==> src/rtl/msi_dir_pkg.sv <==
package msi_dir_pkg;
  localparam logic [1:0] ST_I = 2'd0;
  localparam logic [1:0] ST_S = 2'd1;
  localparam logic [1:0] ST_M = 2'd2;

  localparam logic [1:0] IN_LOAD    = 2'd0;
  localparam logic [1:0] IN_STORE   = 2'd1;
  localparam logic [1:0] IN_UNBLOCK = 2'd2;
  localparam logic [1:0] IN_INVACK  = 2'd3;

  localparam logic [2:0] OUT_GRANT_S   = 3'd0;
  localparam logic [2:0] OUT_GRANT_M   = 3'd1;
  localparam logic [2:0] OUT_FWD_LOAD  = 3'd2;
  localparam logic [2:0] OUT_FWD_STORE = 3'd3;
  localparam logic [2:0] OUT_INVAL     = 3'd4;
endpackage

==> src/rtl/msi_dir_arb.sv <==
module msi_dir_arb #(
  parameter int N = 4
) (
  input  logic         clk,
  input  logic         rst_n,
  input  logic [N-1:0] rsp_valid,
  input  logic [N-1:0] req_ok,
  output logic [N-1:0] grant
);
  logic hit;

  always_comb begin
    grant = '0;
    hit   = 1'b0;
    for (int i = 0; i < N; i++) begin
      if (!hit && rsp_valid[i]) begin
        grant[i] = 1'b1;
        hit      = 1'b1;
      end
    end
    for (int i = 0; i < N; i++) begin
      if (!hit && req_ok[i]) begin
        grant[i] = 1'b1;
        hit      = 1'b1;
      end
    end
  end

  assert_single_grant_R8: assert property (@(posedge clk) disable iff (!rst_n)
    $onehot0(grant)) else $error("more than one input granted");

  assert_rsp_first_R8: assert property (@(posedge clk) disable iff (!rst_n)
    (|rsp_valid) |-> ((grant & ~rsp_valid) == '0)) else $error("request beat a response");
endmodule

==> src/rtl/msi_dir_outq.sv <==
module msi_dir_outq #(
  parameter int AW = 4,
  parameter int DW = 16,
  parameter int CW = 2
) (
  input  logic          clk,
  input  logic          rst_n,
  input  logic          load,
  input  logic [2:0]    ld_kind,
  input  logic [AW-1:0] ld_addr,
  input  logic [DW-1:0] ld_data,
  input  logic [CW-1:0] ld_peer,
  output logic          o_valid,
  input  logic          o_ready,
  output logic [2:0]    o_kind,
  output logic [AW-1:0] o_addr,
  output logic [DW-1:0] o_data,
  output logic [CW-1:0] o_peer
);
  always_ff @(posedge clk or negedge rst_n) begin
    if (!rst_n) begin
      o_valid <= 1'b0;
      o_kind  <= '0;
      o_addr  <= '0;
      o_data  <= '0;
      o_peer  <= '0;
    end else if (load) begin
      o_valid <= 1'b1;
      o_kind  <= ld_kind;
      o_addr  <= ld_addr;
      o_data  <= ld_data;
      o_peer  <= ld_peer;
    end else if (o_ready) begin
      o_valid <= 1'b0;
    end
  end

  assert_hold_msg_R10: assert property (@(posedge clk) disable iff (!rst_n)
    (o_valid && !o_ready) |=> (o_valid && $stable(o_kind) && $stable(o_addr) && $stable(o_data)))
    else $error("output message changed while stalled");

  assert_no_clobber_R10: assert property (@(posedge clk) disable iff (!rst_n)
    load |-> !o_valid) else $error("output slot overwritten");
endmodule

==> src/rtl/msi_dir_ctrl.sv <==
module msi_dir_ctrl
  import msi_dir_pkg::*;
#(
  parameter int NCORE = 4,
  parameter int NBLK  = 16,
  parameter int DW    = 16,
  localparam int AW   = $clog2(NBLK),
  localparam int CW   = $clog2(NCORE)
) (
  input  logic                  clk,
  input  logic                  rst_n,
  input  logic [NCORE-1:0]      in_valid,
  output logic [NCORE-1:0]      in_ready,
  input  logic [2*NCORE-1:0]    in_kind,
  input  logic [AW*NCORE-1:0]   in_addr,
  input  logic [DW*NCORE-1:0]   in_data,
  output logic [NCORE-1:0]      out_valid,
  input  logic [NCORE-1:0]      out_ready,
  output logic [3*NCORE-1:0]    out_kind,
  output logic [AW*NCORE-1:0]   out_addr,
  output logic [DW*NCORE-1:0]   out_data,
  output logic [CW*NCORE-1:0]   out_peer
);
  localparam int CNTW = $clog2(NCORE + 1);

  // directory array
  logic [1:0]       st_q   [NBLK];
  logic [NCORE-1:0] hold_q [NBLK];
  logic [DW-1:0]    mem_q  [NBLK];
  logic [NBLK-1:0]  busy_q;
  logic [NBLK-1:0]  wbk_q;

  // acknowledgement collector
  logic [CNTW-1:0]  coll_cnt_q;
  logic [CW-1:0]    coll_core_q;
  logic [AW-1:0]    coll_addr_q;
  logic             coll_on;
  assign coll_on = (coll_cnt_q != '0);

  logic [1:0]       kind_a [NCORE];
  logic [AW-1:0]    addr_a [NCORE];
  logic [DW-1:0]    data_a [NCORE];
  logic [NCORE-1:0] rsp_v, req_ok, grant;

  for (genvar g = 0; g < NCORE; g++) begin : g_unpack
    assign kind_a[g] = in_kind[2*g +: 2];
    assign addr_a[g] = in_addr[AW*g +: AW];
    assign data_a[g] = in_data[DW*g +: DW];
    assign rsp_v[g]  = in_valid[g] & kind_a[g][1];
    assign req_ok[g] = in_valid[g] & ~kind_a[g][1] & ~busy_q[addr_a[g]] & ~coll_on & ~(|out_valid);
  end

  msi_dir_arb #(.N(NCORE)) u_arb (
    .clk       (clk),
    .rst_n     (rst_n),
    .rsp_valid (rsp_v),
    .req_ok    (req_ok),
    .grant     (grant)
  );
  assign in_ready = grant;

  // selected message
  logic          fire;
  logic [CW-1:0] sel_core;
  always_comb begin
    fire     = |grant;
    sel_core = '0;
    for (int i = 0; i < NCORE; i++) if (grant[i]) sel_core = CW'(i);
  end

  logic [1:0]       sel_kind;
  logic [AW-1:0]    sel_addr;
  logic [DW-1:0]    sel_data;
  assign sel_kind = kind_a[sel_core];
  assign sel_addr = addr_a[sel_core];
  assign sel_data = data_a[sel_core];

  logic [1:0]       cur_st;
  logic [NCORE-1:0] cur_hold, req_bit, inv_mask;
  logic [CW-1:0]    owner;
  assign cur_st   = st_q[sel_addr];
  assign cur_hold = hold_q[sel_addr];
  assign req_bit  = NCORE'(1) << sel_core;
  assign inv_mask = (cur_st == ST_M) ? '0 : (cur_hold & ~req_bit);

  always_comb begin
    owner = '0;
    for (int i = 0; i < NCORE; i++) if (cur_hold[i]) owner = CW'(i);
  end

  logic is_ld, is_st, is_unb, is_ack, last_ack;
  assign is_ld    = fire & (sel_kind == IN_LOAD);
  assign is_st    = fire & (sel_kind == IN_STORE);
  assign is_unb   = fire & (sel_kind == IN_UNBLOCK);
  assign is_ack   = fire & (sel_kind == IN_INVACK);
  assign last_ack = is_ack & (coll_cnt_q == CNTW'(1));

  // outgoing message decode
  logic [NCORE-1:0] ld_en;
  logic [2:0]       ld_kind [NCORE];
  logic [AW-1:0]    msg_addr;
  logic [DW-1:0]    msg_data;

  always_comb begin
    ld_en = '0;
    for (int i = 0; i < NCORE; i++) ld_kind[i] = OUT_GRANT_S;
    msg_addr = sel_addr;
    msg_data = mem_q[sel_addr];
    if (last_ack) begin
      ld_en[coll_core_q]   = 1'b1;
      ld_kind[coll_core_q] = OUT_GRANT_M;
      msg_addr             = coll_addr_q;
      msg_data             = mem_q[coll_addr_q];
    end else if (is_ld) begin
      if (cur_st == ST_M) begin
        ld_en[owner]   = 1'b1;
        ld_kind[owner] = OUT_FWD_LOAD;
      end else begin
        ld_en[sel_core]   = 1'b1;
        ld_kind[sel_core] = OUT_GRANT_S;
      end
    end else if (is_st) begin
      if (cur_st == ST_M) begin
        ld_en[owner]   = 1'b1;
        ld_kind[owner] = OUT_FWD_STORE;
      end else begin
        for (int j = 0; j < NCORE; j++) begin
          if (inv_mask[j]) begin
            ld_en[j]   = 1'b1;
            ld_kind[j] = OUT_INVAL;
          end
        end
        if (inv_mask == '0) begin
          ld_en[sel_core]   = 1'b1;
          ld_kind[sel_core] = OUT_GRANT_M;
        end
      end
    end
  end

  for (genvar g = 0; g < NCORE; g++) begin : g_outq
    msi_dir_outq #(.AW(AW), .DW(DW), .CW(CW)) u_oq (
      .clk     (clk),
      .rst_n   (rst_n),
      .load    (ld_en[g]),
      .ld_kind (ld_kind[g]),
      .ld_addr (msg_addr),
      .ld_data (msg_data),
      .ld_peer (sel_core),
      .o_valid (out_valid[g]),
      .o_ready (out_ready[g]),
      .o_kind  (out_kind[3*g +: 3]),
      .o_addr  (out_addr[AW*g +: AW]),
      .o_data  (out_data[DW*g +: DW]),
      .o_peer  (out_peer[CW*g +: CW])
    );
  end

  // directory state update
  always_ff @(posedge clk or negedge rst_n) begin
    if (!rst_n) begin
      for (int b = 0; b < NBLK; b++) begin
        st_q[b]   <= ST_I;
        hold_q[b] <= '0;
        mem_q[b]  <= '0;
      end
      busy_q      <= '0;
      wbk_q       <= '0;
      coll_cnt_q  <= '0;
      coll_core_q <= '0;
      coll_addr_q <= '0;
    end else begin
      if (is_ld) begin
        busy_q[sel_addr] <= 1'b1;
        st_q[sel_addr]   <= ST_S;
        hold_q[sel_addr] <= cur_hold | req_bit;
        if (cur_st == ST_M) wbk_q[sel_addr] <= 1'b1;
      end
      if (is_st) begin
        busy_q[sel_addr] <= 1'b1;
        st_q[sel_addr]   <= ST_M;
        hold_q[sel_addr] <= req_bit;
        if (inv_mask != '0) begin
          coll_cnt_q  <= CNTW'($countones(inv_mask));
          coll_core_q <= sel_core;
          coll_addr_q <= sel_addr;
        end
      end
      if (is_unb) begin
        busy_q[sel_addr] <= 1'b0;
        if (wbk_q[sel_addr]) begin
          mem_q[sel_addr] <= sel_data;
          wbk_q[sel_addr] <= 1'b0;
        end
      end
      if (is_ack && coll_on) coll_cnt_q <= coll_cnt_q - CNTW'(1);
    end
  end

  for (genvar g = 0; g < NBLK; g++) begin : g_inv
    assert_one_writer_R11: assert property (@(posedge clk) disable iff (!rst_n)
      (st_q[g] == ST_M) |-> ($countones(hold_q[g]) == 1)) else $error("modified block without single owner");
    assert_invalid_empty_R1: assert property (@(posedge clk) disable iff (!rst_n)
      (st_q[g] == ST_I) |-> (hold_q[g] == '0)) else $error("invalid block with holders");
  end

  assert_lock_after_accept_R7: assert property (@(posedge clk) disable iff (!rst_n)
    (is_ld || is_st) |=> busy_q[$past(sel_addr)]) else $error("accepted miss left block unlocked");

  assert_quiet_collect_R9: assert property (@(posedge clk) disable iff (!rst_n)
    coll_on |-> !(is_ld || is_st)) else $error("miss accepted while acks outstanding");

  assert_grant_after_acks_R4: assert property (@(posedge clk) disable iff (!rst_n)
    last_ack |=> out_valid[$past(coll_core_q)]) else $error("no exclusive grant after last ack");
endmodule

==> config.mk <==
export PLATFORM = sky130hd
export DESIGN_NAME = msi_dir_ctrl
export DESIGN_NICKNAME = d
export VERILOG_FILES = /design/src/rtl/msi_dir_pkg.sv /design/src/rtl/msi_dir_arb.sv /design/src/rtl/msi_dir_outq.sv /design/src/rtl/msi_dir_ctrl.sv
export SDC_FILE = /design/constraint.sdc
export NUM_CORES = 1
export LEC_CHECK = 0
export BUFFER_PORTS_ARGS = -buffer_cell sky130_fd_sc_hd__buf_4
export CAP_MARGIN = 10
export CORE_ASPECT_RATIO = 0.75
export CORE_MARGIN = 10
export CORE_UTILIZATION = 65
export CTS_BUF_LIST = sky130_fd_sc_hd__clkbuf_4
export DETAILED_ROUTE_END_ITERATION = 10
export GPL_TIMING_DRIVEN = 0
export PLACE_DENSITY = 0.87
export SYNTH_ARGS = -nofsm -noshare
export SYNTH_HDL_FRONTEND = slang
export SYNTH_SLANG_ARGS = --single-unit
==> constraint.sdc <==
create_clock -name clk -period 10.6 [get_ports clk]
set_input_delay 2.12 -clock clk [delete_from_list [all_inputs] [get_ports clk]]
set_output_delay 2.12 -clock clk [all_outputs]
set_load 0.02 [all_outputs]
==> metrics.txt <==
gpl congestion=approximately 1; fin cells=about 3,200; CTS H-tree lvls=3; critical path class=primary input to flip-flop; CTS buffer count=119; largest net degree at the start of global routing=130; Min Hold Slack=around 0.48 ns; Max-slew headroom=around 4.6%; Yosys cell types=94; Worst path max stage delay=about 0.89 ns; global-route wire length before repair=around 140 mm; initial DRC count=between 3,000 and 4,000; final clock skew=0.0554 ns; clock sink count=497; Synth Flop Type=dfrtp_1; DRT Pass-1 Iters=6; pre-CTS setup slack=around 1.3 ns; DP Wirelength=approximately 66 mm; nets@finish=around 2,700; # Post-CTS Setup Buffers=0; clk buf depth=3; Reg clk slew, reported paths=around 0.070 ns; layout cells sized above 1=a little under a third; Via density=6.96; CP startpoint kind=primary input; final slew viol count=0; final WL=between 90 and 100 mm; max-cap violations=0; arrival time at the worst endpoint=about 9.6 ns; TritonCTS clock tree=yes; Die Width=254 um; Yosys warning total=0; EDFF count, synth=0; Setup violations, final=0; post-layout utilization of the core=75.2%; global route hottest layer=met2; register bit count reported by yosys=~500; clk_lat worst skew=between 0.9 and 1 ns; crit-path max FO=10; residual DRC count=0; final worst slack=1.85 ns; Cell Chain, Critical Path=buf_2 > mux4_2 > mux4_2 > or3_1 > buf_4 > nand4b_2 > a21oi_1 > nor4_1 > buf_2 > nor2_1 > a32oi_1 > o221ai_2 > nor2_4 > buf_6 > clkbuf_1 > or3_1 > ha_1 > inv_1 > a221oi_2 > o31ai_2 > o211ai_4 > buf_8 > mux2_1; syn nets=around 2,400; core area=a little over 40,000 um^2; Routed Antenna Nets=0; Worst VDD drop=about 140 uV; Synth area leader=dfrtp_1; Die Ht=around 200 um; Hold Crit Class=flip-flop to flip-flop; vias in the first global route=22,500; average cell area after synthesis=11.7 um^2; die area=49,800 um^2; # rows=64; cts hold-fix bufs=0; Tmin final=~9 ns; initial cell density of the core=between 60% and 70%; Post-Route Setup TNS=0 ns; met3 usage=a little under a fifth; M1 GR Usage=about half; Cell Area, Placed=between 20,000 and 30,000 um^2; gr usage total=a little under two fifths; post_cts resized=0; post-synthesis sequential area ratio=a little under half; final hold violations=0; Vias=22,500; IO Pins=a little over 200; Fmax=114 MHz; area share of the largest cell type after synthesis=46.5%; CTS root buf=clkbuf_4; Pwr Total=around 8.4 mW; I/O Buffers=slightly above 200; PwrDens=around 270 nW/um^2; total grt overflow=0; Post-Syn Instances=around 2,300; status=finished, final reports clean; Crit-path slowest cell=nor4_1; worst-margin pin slew=1.43 ns; Area Growth Syn to Fin=14.5%; Critical Path End Type=flip-flop; unrepaired setup endpoints after global routing=false; ys async rst share=between 90% and 100%; Synth Cell Area=26,800 um^2; Pleak=about 15 nW; placed insts=between 3,000 and 4,000; fin area=30,600 um^2; fin crit share=roughly 83%; initial antenna violation count=3; WP data required=approximately 11 ns; M2 GR Usage=51.1%; DR WL/cell=about 29 um; Area contributors post-synth=dfrtp_1, mux4_2, mux2_2
## placed cells by master, fill, tap and decap left out, types with 18 or more instances in the layout
master	synthesis	routed
or3_1	23	23
a21oi_1	121	121
a221o_1	20	20
buf_4	36	239
mux2_2	162	162
mux2_1	119	119
buf_2	41	41
nor3_1	19	19
nor2_1	295	295
mux2i_1	174	174
clkinv_1	4	18
inv_1	43	43
a221oi_1	22	21
clkbuf_1	67	67
dfrtp_1	497	497
nand2_1	171	171
o21ai_0	68	68
clkbuf_4	0	178
nand3_1	37	37
mux4_2	125	125
## final cells by class
cell class / count / area, um^2
well taps: 528 / 661
inverters: 49 / 185
fillers: 2640 / 10100
plain buffers: 177 / 990
clock buffers: 177 / 1330
flip-flops and latches: 497 / 12400
clock inverters: 23 / 175
diodes: 5 / 12.5
repair buffers: 211 / 1690
multi-input cells: 1566 / 13200
## path summary, 6_finish.rpt
kind | from | to | slack, ns | cells after the start
max | in_addr[4] | g_outq[1].u_oq.o_data[11]$_DFFE_PN0P_ | 1.85 | 23
max in group asynchronous | rst_n | mem_q[32]$_DFFE_PN0P_ | 7.92 | 3
min in group asynchronous | rst_n | g_outq[2].u_oq.o_data[4]$_DFFE_PN0P_ | 1.11 | 1
max reg2reg | busy_q[15]$_DFF_PN0_ | g_outq[1].u_oq.o_data[11]$_DFFE_PN0P_ | 2.88 | 22
min | st_q[1]$_DFF_PN0_ | st_q[1]$_DFF_PN0_ | 0.48 | 2
min reg2reg | st_q[1]$_DFF_PN0_ | st_q[1]$_DFF_PN0_ | 0.48 | 2
## synthesized netlist by cell type, types with 23 or more instances
cell type	instances
a21oi_1	121
buf_2	41
buf_4	36
clkbuf_1	67
dfrtp_1	497
inv_1	43
mux2_1	119
mux2_2	162
mux2i_1	174
mux4_2	125
nand2_1	171
nand3_1	37
nor2_1	295
o21ai_0	68
or3_1	23
## state kept, by name, indices dropped and copies added (netlist names), 12 cells and up, named ones only
register,cells
mem_q,256
g_outq.u_oq.o_data,64
hold_q,64
st_q,30
g_outq.u_oq.o_addr,16
wbk_q,16
busy_q,15
g_outq.u_oq.o_kind,12
## critical path, delay by kind of cell
kind	cells	cell delay, ns
AOI/OAI and AO/OA	6	1.71
and+or+nand+nor	6	2.12
adders and majority gates	1	0.30
muxes	3	1.43
buffers and inverters	7	1.83
## where the power goes
group	internal [mW]	total, mW	switching, mW	leakage (nW)
clock	0.826	1.63	0.804	0.903
sequential	2.60	3.15	0.544	6.54
combinational	1.56	3.60	2.04	7.30
## cells by family after synthesis
kind of cell             share of synthesized area, %
adder cells (fa/ha/maj)                         0.355
AND/OR/NAND/NOR                                  10.4
flip-flops                                       46.5
multiplexers                                     29.8
buffers and inverters                            4.39
AO/OA/AOI/OAI                                    8.63
## routing by layer
metal	share of wire, %	vias to the layer above
li1	-	9060
met1	38	11100
met2	41	1908
met3	16	403
met4	5.1	0
met5	0	-
Note: power is estimated with default switching activity, not from simulation.
